File: src/rtl/cap_timer_pkg.sv
package cap_timer_pkg;
  localparam int CTL_W  = 8;
  localparam int B_RUN  = 3;
  localparam int B_EN_A = 4;
  localparam int B_EN_B = 5;
  localparam int B_PN_A = 6;
  localparam int B_PN_B = 7;

  typedef enum logic [1:0] {MK_IDLE, MK_EVENT, MK_CAPTURE} mode_kind_e;

  function automatic mode_kind_e decode_mode(input logic [2:0] m);
    if (m[2])              return MK_CAPTURE;
    else if (m == 3'b010)  return MK_EVENT;
    else                   return MK_IDLE;
  endfunction
endpackage

File: src/rtl/cap_timer_sync_edge.sv
module cap_timer_sync_edge #(
  parameter int STAGES = 2
) (
  input  logic clk_i,
  input  logic rst_ni,
  input  logic pin_i,
  output logic rise_o,
  output logic fall_o
);
  // sh[STAGES-1] is the synchronized level, sh[STAGES] its previous value
  logic [STAGES:0] sh_q;

  always_ff @(posedge clk_i or negedge rst_ni) begin
    if (!rst_ni) sh_q <= '0;
    else         sh_q <= {sh_q[STAGES-1:0], pin_i};
  end

  assign rise_o = sh_q[STAGES-1] & ~sh_q[STAGES];
  assign fall_o = ~sh_q[STAGES-1] & sh_q[STAGES];
endmodule

File: src/rtl/cap_timer_counter.sv
module cap_timer_counter #(
  parameter int CNT_W = 16
) (
  input  logic             clk_i,
  input  logic             rst_ni,
  input  logic             dec_i,
  output logic [CNT_W-1:0] cnt_o,
  output logic             uflow_o
);
  logic [CNT_W-1:0] cnt_q;

  always_ff @(posedge clk_i or negedge rst_ni) begin
    if (!rst_ni)    cnt_q <= '1;
    else if (dec_i) cnt_q <= cnt_q - CNT_W'(1);
  end

  assign cnt_o   = cnt_q;
  assign uflow_o = dec_i & (cnt_q == '0);
endmodule

File: src/rtl/cap_timer_capreg.sv
module cap_timer_capreg #(
  parameter int CNT_W = 16
) (
  input  logic             clk_i,
  input  logic             rst_ni,
  input  logic             load_i,
  input  logic [CNT_W-1:0] d_i,
  output logic [CNT_W-1:0] q_o
);
  always_ff @(posedge clk_i or negedge rst_ni) begin
    if (!rst_ni)     q_o <= '0;
    else if (load_i) q_o <= d_i;
  end
endmodule

File: src/rtl/cap_timer.sv
module cap_timer
  import cap_timer_pkg::*;
#(
  parameter int CNT_W       = 16,
  parameter int SYNC_STAGES = 2
) (
  input  logic             clk_i,
  input  logic             rst_ni,
  input  logic             pin_a_i,
  input  logic             pin_b_i,
  input  logic             ctl_we_i,
  input  logic [CTL_W-1:0] ctl_wdata_i,
  output logic [CTL_W-1:0] ctl_o,
  output logic [CNT_W-1:0] cnt_o,
  output logic [CNT_W-1:0] cap_a_o,
  output logic [CNT_W-1:0] cap_b_o,
  output logic             irq_o
);
  localparam int NPIN = 2;

  logic [CTL_W-1:0] ctl_q, ctl_d;
  logic [NPIN-1:0]  pin_v, rise, fall, trig, cap_ld;
  logic [CNT_W-1:0] cap_v [NPIN];
  logic             dec, uflow, in_cap, in_evt;
  mode_kind_e       kind;

  assign pin_v  = {pin_b_i, pin_a_i};
  assign kind   = decode_mode(ctl_q[2:0]);
  assign in_cap = (kind == MK_CAPTURE);
  assign in_evt = (kind == MK_EVENT);

  for (genvar g = 0; g < NPIN; g++) begin : g_pin
    cap_timer_sync_edge #(.STAGES(SYNC_STAGES)) u_sync (
      .clk_i (clk_i),
      .rst_ni(rst_ni),
      .pin_i (pin_v[g]),
      .rise_o(rise[g]),
      .fall_o(fall[g])
    );
    // pin A polarity in mode bit 1, pin B in mode bit 0
    assign trig[g]   = ctl_q[1-g] ? fall[g] : rise[g];
    assign cap_ld[g] = in_cap & trig[g];

    cap_timer_capreg #(.CNT_W(CNT_W)) u_cap (
      .clk_i (clk_i),
      .rst_ni(rst_ni),
      .load_i(cap_ld[g]),
      .d_i   (cnt_o),
      .q_o   (cap_v[g])
    );
  end

  assign cap_a_o = cap_v[0];
  assign cap_b_o = cap_v[1];

  assign dec = in_cap | (in_evt & ctl_q[B_RUN] & rise[0]);

  cap_timer_counter #(.CNT_W(CNT_W)) u_cnt (
    .clk_i  (clk_i),
    .rst_ni (rst_ni),
    .dec_i  (dec),
    .cnt_o  (cnt_o),
    .uflow_o(uflow)
  );

  // set events win over a same-cycle software write
  always_comb begin
    ctl_d = ctl_we_i ? ctl_wdata_i : ctl_q;
    if (cap_ld[0])                    ctl_d[B_PN_A] = 1'b1;
    if (cap_ld[1] | (in_evt & rise[1])) ctl_d[B_PN_B] = 1'b1;
    if (in_cap & uflow)               ctl_d[B_RUN]  = 1'b1;
  end

  always_ff @(posedge clk_i or negedge rst_ni) begin
    if (!rst_ni) ctl_q <= '0;
    else         ctl_q <= ctl_d;
  end

  assign ctl_o = ctl_q;
  assign irq_o = (ctl_q[B_EN_A] & (ctl_q[B_PN_A] | (in_cap & ctl_q[B_RUN])))
               | (ctl_q[B_EN_B] & ctl_q[B_PN_B]);
endmodule

File: config.mk
export PLATFORM = sky130hd
export DESIGN_NAME = cap_timer
export DESIGN_NICKNAME = d
export VERILOG_FILES = /design/src/rtl/cap_timer_pkg.sv /design/src/rtl/cap_timer_sync_edge.sv /design/src/rtl/cap_timer_counter.sv /design/src/rtl/cap_timer_capreg.sv /design/src/rtl/cap_timer.sv
export SDC_FILE = /design/constraint.sdc
export NUM_CORES = 1
export LEC_CHECK = 0
export BUFFER_PORTS_ARGS = -buffer_cell sky130_fd_sc_hd__buf_4
export CELL_PAD_IN_SITES_DETAIL_PLACEMENT = 1
export CELL_PAD_IN_SITES_GLOBAL_PLACEMENT = 1
export CORE_MARGIN = 4
export CORE_UTILIZATION = 42
export CTS_CLUSTER_SIZE = 25
export DETAILED_ROUTE_END_ITERATION = 8
export GPL_ROUTABILITY_DRIVEN = 0
export HOLD_SLACK_MARGIN = 0.1
export PLACE_DENSITY = 0.81
export SLEW_MARGIN = 10
export SYNTH_ARGS = -nofsm -noshare
export SYNTH_HDL_FRONTEND = slang
export SYNTH_SLANG_ARGS = --single-unit
File: constraint.sdc
create_clock -name clk_i -period 4 [get_ports clk_i]
set_clock_uncertainty 0.2 [all_clocks]
set_input_delay 0.4 -clock clk_i [delete_from_list [all_inputs] [get_ports clk_i]]
set_output_delay 0.4 -clock clk_i [all_outputs]
set_load 0.01 [all_outputs]
; After elaboration in Yosys (flattened, before gate mapping)
; Index checks and enable logic that the tools add are counted.
[op_classes]
bitwise = 22
n_reduce_logical = 4
add_sub_neg = 1
eq_ne = 3
mux = 8
[op_table]
columns = op, n
row1 = zero test 16 bit, 1
row2 = subtractor 16 x 1 -> 16 bit (second input constant), 1
row3 = AND 1 bit, 14
row4 = two-way mux 8 bit, 1
row5 = two-way mux 1 bit, 6
row6 = nonzero test 2 bit, 3
row7 = NOT 1 bit, 4
row8 = OR 1 bit, 4
row9 = == test 3 x 2 -> 1 bit (second input constant), 1
row10 = == test 2 x 1 -> 1 bit (second input constant), 1
row11 = == test 2 bit (second input constant), 1
row12 = two-way mux 2 bit, 1
[totals]
regBits = 62
output_inout_bits = 57

; Longest topological paths before layout
; Gate-level depths: netlist of run 1.
[depth]
depth_word = 10
ltp_mapped = 6
depth_no_buf = 6

; Cells and area by module
; Synthesis of run 1 repeated with hierarchy kept, for this count alone.
[hier_totals]
cells_unflattened = 171
area_unflattened_um2 = 2655.0
[modules_own_cells]
columns = module, seq_area_each_um2, area_per_inst_um2, n_inst, cells_per_inst
row1 = cap_timer_capreg, 400.4, 649.4, 2, 34
row2 = cap_timer_counter, 420.4, 780.7, 1, 61
row3 = cap_timer, 200.2, 395.4, 1, 32
row4 = cap_timer_sync_edge, 75.1, 90.1, 2, 5

; Worst setup path after synthesis of run 1
; Ideal clock, no wire load.
[synth_timing]
path_type = flip-flop to flip-flop
startpoint = reg u_cnt.cnt_q[10] (netlist: u_cnt.cnt_o[10])
endpoint = reg ctl_q[3] (netlist: ctl_o[3])
required_ns = 3.696
synth_period_minus_slack_ns = 1.826
arrival_time_ns = 1.523
stages_incl_launch_ff = 4
slack_ns = 2.174
cell_sequence = dfstp_2 or4_4 or4_1 o41ai_2
[synth_via]
elab_chain_len = 4
word_cells_on_any_way = 5
cone_classes = 1 x mux / 2 x bitwise / 2 x reduce/logical
[synth_rtl]
columns = item, line_no
row1 = start: declaration, cap_timer_counter.sv:10  ; logic [CNT_W-1:0] cnt_q;
row2 = start signal: assignment, cap_timer_counter.sv:14  ; else if (dec_i) cnt_q <= cnt_q - CNT_W'(1);
row3 = zero test 16 bit (*), cap_timer_counter.sv:18  ; assign uflow_o = dec_i & (cnt_q == '0);
row4 = AND 1 bit (*), cap_timer_counter.sv:18
row5 = AND 1 bit (*), cap_timer.sv:71  ; if (in_cap & uflow) ctl_d[B_RUN] = 1'b1;
row6 = two-way mux 1 bit or nonzero test 2 bit (tied branches), n/a
row7 = end signal: assignment, cap_timer.sv:76  ; else ctl_q <= ctl_d;
row8 = end: declaration, cap_timer.sv:21  ; logic [CTL_W-1:0] ctl_q, ctl_d;
; Mark *: on every way between the ends. The rest lies on a longest branch, timed or not.
; A chain may end at the register's enable or synchronous reset.

; Worst setup path in the final report of run 1
[layout_timing]
startpoint = reg g_pin[0].u_sync.sh_q[1]
endpoint = reg g_pin[0].u_cap.q_o[13]
[layout_via]
elab_chain_len = 4
word_cells_on_any_way = 5
cone_classes = 1 x mux / 4 x bitwise
[layout_rtl]
columns = item, line_no
row1 = start: declaration, cap_timer_sync_edge.sv:11  ; logic [STAGES:0] sh_q;
row2 = start signal: assignment, cap_timer_sync_edge.sv:15  ; else sh_q <= {sh_q[STAGES-1:0], pin_i};
row3 = NOT 1 bit, cap_timer_sync_edge.sv:19  ; assign fall_o = ~sh_q[STAGES-1] & sh_q[STAGES];
row4 = AND 1 bit, cap_timer_sync_edge.sv:19
row5 = two-way mux 1 bit (*), cap_timer.sv:41  ; assign trig[g] = ctl_q[1-g] ? fall[g] : rise[g];
row6 = AND 1 bit (*), cap_timer.sv:42  ; assign cap_ld[g] = in_cap & trig[g];
row7 = end signal: assignment, cap_timer_capreg.sv:12  ; else if (load_i) q_o <= d_i;
row8 = end: declaration, cap_timer_capreg.sv:8  ; output logic [CNT_W-1:0] q_o
; Marked as above.

==> results of run 1 <==
## worst reg2reg max path: stages, from the launching register on
cell,delay [ns]
dfrtp_1,0.40
inv_1,0.10
and3_1,0.21
o21ai_2,0.72
mux2_2,0.42
## metrics by stage
stage	instance area (um2)	setup slack [ns]
floorplan	2500	2.17
global placement	3090	1.93
detailed placement	3090	1.85
CTS	3390	1.83
global route	3390	1.75
finish	3390	1.83
## power by group through the flow
stage	Combinational (W)	Sequential [W]	Clock, W
after floorplan	0.000241	0.00111	0
after global placement	0.000692	0.00104	0
after detailed placement	0.000714	0.00106	0
after CTS	0.000730	0.00105	0.000565
after global routing	0.000775	0.00109	0.000598
final	0.000715	0.00105	0.000551
## layer usage
metal | vias to the layer above | part of all wire [%]
met5 | - | 0
li1 | 792 | -
met2 | 59 | 50
met3 | 17 | 5.0
met1 | 899 | 41
met4 | 0 | 3.3
## cells in the mapped netlist, drive strengths merged
| library cell | n | area [um2] |
|---|---|---|
| dfrtp | 46 | 1150 |
| buf | 2 | 10.0 |
| clkbuf | 2 | 7.51 |
| dfstp | 16 | 420 |
| a21o | 2 | 15.0 |
| xnor2 | 13 | 114 |
| ha | 1 | 12.5 |
| nor4bb | 1 | 10.0 |
| o32ai | 1 | 16.3 |
| o31a | 1 | 8.76 |
| nand3 | 3 | 15.0 |
| o311ai | 1 | 8.76 |
| nor4b | 2 | 17.5 |
| nand2b | 3 | 18.8 |
| inv | 6 | 22.5 |
| nor2 | 4 | 15.0 |
| nor4 | 2 | 12.5 |
| xor2 | 1 | 8.76 |
| nand2 | 8 | 30.0 |
| nand4bb | 1 | 11.3 |
| nand3b | 3 | 22.5 |
| nor2b | 1 | 6.26 |
| nor3 | 1 | 5.00 |
| o21ai | 4 | 23.8 |
| a22o | 1 | 8.76 |
| nand4 | 1 | 6.26 |
| and3 | 1 | 6.26 |
| or4 | 2 | 18.8 |
| mux2 | 35 | 394 |
| nand4b | 2 | 17.5 |
| o41ai | 1 | 16.3 |
| o22ai | 1 | 6.26 |
| mux2i | 4 | 40.0 |
## area by class of cell
| cell class | instances | area (um2) |
|---|---|---|
| Clock inverter | 4 | 45.0 |
| Inverter | 6 | 22.5 |
| Clock buffer | 12 | 155 |
| Fill cell | 577 | 2250 |
| Sequential cell | 62 | 1570 |
| Multi-Input combinational cell | 101 | 886 |
| Tap cell | 72 | 90.1 |
| Timing Repair Buffer | 79 | 618 |
## logic make-up (layout without fill, tap and decap cells)
logic type	count (synthesis)	count (layout)	synth area share, %
AO/OA/AOI/OAI	12	12	4.16
XOR/XNOR	14	14	4.91
adder cells (fa/ha/maj)	1	1	0.501
buffers and inverters	10	101	1.60
flip-flops	62	62	62.9
multiplexers	39	39	17.4
AND/OR/NAND/NOR	35	35	8.52
## registers in the layout (all words and copies together) (netlist names)
name               count
g_pin.u_sync.sh_q      6
u_cnt.cnt_o           16
g_pin.u_cap.q_o       32
ctl_o                  8
## worst paths after layout
| check | end | depth (start not counted) |
|---|---|---|
| min reg2reg | g_pin[1].u_sync.sh_q[1] | 0 |
| max | g_pin[0].u_cap.q_o[13] | 4 |
| max reg2reg | g_pin[0].u_cap.q_o[13] | 4 |
| max in group asynchronous | ctl_o[5] | 2 |
| min in group asynchronous | g_pin[1].u_cap.q_o[0] | 2 |
| min | ctl_o[7] | 3 |
## cells in the final DEF (no fill, tap or decap)
| cell | count |
|---|---|
| a21o_1 | 2 |
| a22o_1 | 1 |
| and3_1 | 1 |
| buf_4 | 69 |
| bufinv_16 | 1 |
| clkbuf_1 | 1 |
| clkbuf_8 | 11 |
| clkinv_2 | 3 |
| dfrtp_1 | 46 |
| dfstp_2 | 16 |
| dlygate4sd3_1 | 10 |
| ha_1 | 1 |
| inv_1 | 6 |
| mux2_2 | 35 |
| mux2i_1 | 4 |
| nand2_1 | 8 |
| nand2b_1 | 3 |
| nand3_1 | 3 |
| nand3b_1 | 3 |
| nand4_1 | 1 |
| nand4b_1 | 2 |
| nand4bb_1 | 1 |
| nor2_1 | 4 |
| nor2b_1 | 1 |
| nor3_1 | 1 |
| nor4_1 | 2 |
| nor4b_1 | 2 |
| nor4bb_1 | 1 |
| o21ai_0 | 3 |
| o21ai_2 | 1 |
| o22ai_1 | 1 |
| o311ai_0 | 1 |
| o31a_1 | 1 |
| o32ai_2 | 1 |
| o41ai_2 | 1 |
| or4_1 | 1 |
| or4_4 | 1 |
| xnor2_1 | 13 |
| xor2_1 | 1 |
==> out/metrics.cfg, run 1 <==
[place]
dp.cells = 310
place_hpwl_um = 4090
port_buffers = 69

[critical_path]
start_kind = flop
crit_type = flop to flop
cpLargestDelayFamily = compound AO/OA/AOI/OAI gates
arrival_ns = 2.18
cp.required_ns = 4.02
crit_chain = inv_1 > and3_1 > o21ai_2 > mux2_2
crit_fanout = 17
critPathSlowestCell = o21ai_2
timing.critical_path.buf_inv = 1
endpoint_kind = flop
slowest_delay_ns = 0.72
critPathLaunch = g_pin[0].u_sync.sh_q[1]
r2r_slack_ns = 1.83
rr_startpoint = g_pin[0].u_sync.sh_q[1]

[sta]
hold_viol_final = 0
relSlewSlack_pct = 38.5
fin_tns_setup_ns = 0
clock.fmax_mhz = 462
drv_slew = 0
period_needed_ns = 2.17
fin_crit_sh_pct = 54.2
rsz0062_at_grt = false
timing.hold.ws_ns = 0.141
setup_violations = 0
worst_pin_slew_ns = 0.922

[grt]
grt_util_met3_pct = 3.79
busiest_layer = met2
grt_pass1_vias = 2004
grt_start_max_net_pins = 63
grt.total_usage_pct = 18.4
grt_pass1_wl_um = 10300
grt_remaining_overflow = 0
antenna_found_initial = 0
use_met2_pct = 29.7
grtUsageMet1_pct = 22.9

[route]
vias = 1767
wl_um = 6090
drc_errors = 0
ant_nets = 0
drt-vias-per-instance = 5.26
dr.pass1.iters = 4
post_drt_wl_per_cell_um = 18.1
initialDrtViolationCount = 61

[floorplanning]
start_util_pct = 44.3
rows = 27
core_region_area_um2 = 5640
fp.dieArea_um2 = 7240
ioPinCount = 70
die_w_um = 85.1
die_y_um = 85.1

[min_path]
hold_path.class = input pin to flop
min-delay-start = ctl_wdata_i[7]

[logic_synthesis]
syn-num-nets = 187
synthDistinctLibCells = 35
synth-seq-cells = 62
synth.avg_cell_area_um2 = 14.4
syn_inst = 173
synth_area_um2 = 2500
ys_seq_area_share_pct = 62.9
ys_warn_count = 0

[clock_network]
clk_pin_slew_worst_paths_ns = 0.06
cts_resized = 0
clkSinkCount = 62
cts_tree = yes
holdBufCountCts = 10
cts_buffer_depth = 2
clk_latency_ns = 0.33
root_buffer = clkbuf_8
htree_num_levels = 3
cts_setup_buffers = 0
cts_made_buffers = 9

[power]
seqPwrFrac_pct = 45.3
sw_frac_of_total_pct = 30.7
combPwrFrac_pct = 30.9
p_clk_share_pct = 23.8
power_w = 0.00231
p_leak_nw = 1.50
ir_drop_mv = 0.305
power-per-cell-area_nw_per_um2 = 682
internal-power_w = 0.00160
power.switching_w = 0.000710

[final_layout]
nets = 273
drive_gt1_share_pct = 52.7
area_delta_synth_final_pct = 35.7
fin_cells = 336
final_util_pct = 60.1
n_antenna_cell = 0

[run]
maxCapViolations = 0

[status]
status = finished, final reports clean

Note: power is estimated with default switching activity, not from simulation.
==> run 2: changes to the inputs <==
- CORE_UTILIZATION: 42 -> 37
- PLACE_DENSITY: 0.81 -> 0.76
- clock period: 4 -> 1.8 ns (I/O delays scaled with it)
==> out/metrics.cfg, run 2 (same netlist as run 1, synthesis figures left out) <==
[final_layout]
fillers = 670
final_util_pct = 58.2
final_cell_mix = buf_4, dfrtp_1, mux2_2, dlygate4sd3_1, dfstp_2
largest_reg_flops = 32
drive_gt1_share_pct = 59.0
fin_cells = 377
nets = 309
layout_commonest_cell = buf_4
area_delta_synth_final_pct = 50.5
n_antenna_cell = 0
largest_register = g_pin.u_cap.q_o

[sta]
drv_slew = 0
setup_violations = 1
fin_tns_setup_ns = -0.0275
setup_ws_ns = -0.0275
clock.fmax_mhz = 547
relSlewSlack_pct = 75.5
rsz0062_at_grt = true
timing.hold.ws_ns = 0.144
hold_viol_final = 0
fin_crit_sh_pct = 102
period_needed_ns = 1.83
worst_pin_slew_ns = 0.368

[critical_path]
cp.required_ns = 1.84
crit_type = flop to flop
crit_fanout = 2
endpoint_kind = flop
start_kind = flop
r2r_slack_ns = -0.03
arrival_ns = 1.86

[place]
place_hpwl_um = 4450
dp.cells = 335
port_buffers = 69

[power]
p_leak_nw = 1.67
combPwrFrac_pct = 35.5
power.switching_w = 0.00168
internal-power_w = 0.00369
power_w = 0.00537
sw_frac_of_total_pct = 31.2
power-per-cell-area_nw_per_um2 = 1430
ir_drop_mv = 0.797
p_clk_share_pct = 22.7
seqPwrFrac_pct = 41.8

[floorplanning]
ioPinCount = 70
rows = 29
die_w_um = 90.2
core_region_area_um2 = 6460
fp.dieArea_um2 = 8130
die_y_um = 90.2
start_util_pct = 38.7

[status]
violations = negative setup slack
status = finished, violations left

[route]
highest_layer = met4
drc_errors = 0
drt-vias-per-instance = 4.91
met2_length_um = 3430
initialDrtViolationCount = 50
post_drt_wl_per_cell_um = 17.4
wl_um = 6550
ant_nets = 0
dr.pass1.iters = 3
vias = 1852
drt-met1-wl_um = 2640
wl_met3_um = 367

[clock_network]
cts_buffer_depth = 2
cts_made_buffers = 9
root_buffer = clkbuf_8
clk_pin_slew_worst_paths_ns = 0.07
htree_num_levels = 3
clk_latency_ns = 0.34
clkSinkCount = 62
cts_tree = yes

[min_path]
hold_path.class = input pin to asynchronous set/reset pin

[grt]
grt_pass1_wl_um = 11000
grt_pass1_vias = 2123
grt.total_usage_pct = 17.2
antenna_found_initial = 0
grt_start_max_net_pins = 31
grt_remaining_overflow = 0

[run]
maxCapViolations = 0

-- run 2: changes by cell type in the layout (fill, tap and decap cells not counted), moves of 2 or more --
cell and change:
nor4_2 +2, nor4_1 -2, buf_4 +21, dlygate4sd3_1 +10, buf_6 +3, inv_1 -2
inv_2 +2
-- run 2: worst paths after layout --
path	from	endpoint	cells past startpoint
setup / recovery	u_cnt.cnt_o[10]	ctl_o[3]	3
hold / removal	rst_ni	u_cnt.cnt_o[12]	2
setup reg to reg	u_cnt.cnt_o[10]	ctl_o[3]	3
hold reg to reg	g_pin[0].u_sync.sh_q[0]	g_pin[0].u_sync.sh_q[1]	0
max in group asynchronous	rst_ni	g_pin[0].u_cap.q_o[11]	3
min in group clk_i	g_pin[0].u_sync.sh_q[0]	g_pin[0].u_sync.sh_q[1]	0
-- run 2: power groups by stage --
| stage | Sequential, W | Clock [W] | Combinational [W] |
|---|---|---|---|
| floorplan | 0.00246 | 0 | 0.000535 |
| global placement | 0.00222 | 0 | 0.00176 |
| detailed placement | 0.00225 | 0 | 0.00182 |
| CTS | 0.00224 | 0.00125 | 0.00189 |
| global route | 0.00232 | 0.00132 | 0.00207 |
| finish | 0.00224 | 0.00122 | 0.00191 |
-- run 2: repair_timing --
action                     4_1_cts  5_1_grt
hold endpoints to repair        72        0
gates resized for setup          2       15
cloned                           0        1
setup endpoints to repair        3       17
hold buffers                    21        0
pin swaps                        0        6
buffers inserted                 1        3
-- run 2: final cells by class --
class / instances / area, um2 / area share, %
clock buffer: 10 / 138 / 3.66
clock inverter: 6 / 61.3 / 1.63
inverter: 6 / 22.5 / 0.599
multi-input combinational: 101 / 941 / 25.0
sequential: 62 / 1570 / 41.8
tap: 77 / 96.3 / 2.56
timing repair buffer: 115 / 927 / 24.7
-- run 2: metrics by stage --
| step | setup slack [ns] | cell area (um2) |
|---|---|---|
| 2_1_floorplan | -0.0262 | 2500 |
| 3_3_place_gp | 0.0143 | 3240 |
| 3_5_place_dp | -0.0111 | 3240 |
| 4_1_cts | -0.0228 | 3670 |
| 5_1_grt | -0.0905 | 3760 |
| 6_report | -0.0275 | 3760 |
-- run 2: critical path, cell delays in order (launching register included) --
cell     delay [ns]
dfstp_2        0.37
or4_4          0.53
or4_4          0.43
o41ai_2        0.20
-- run 2: layer usage --
metal	up-vias	global-route usage, %
met5	-	0
met1	930	20.7
li1	860	-
met2	53	28.6
met3	9	5.01
met4	0	7.65
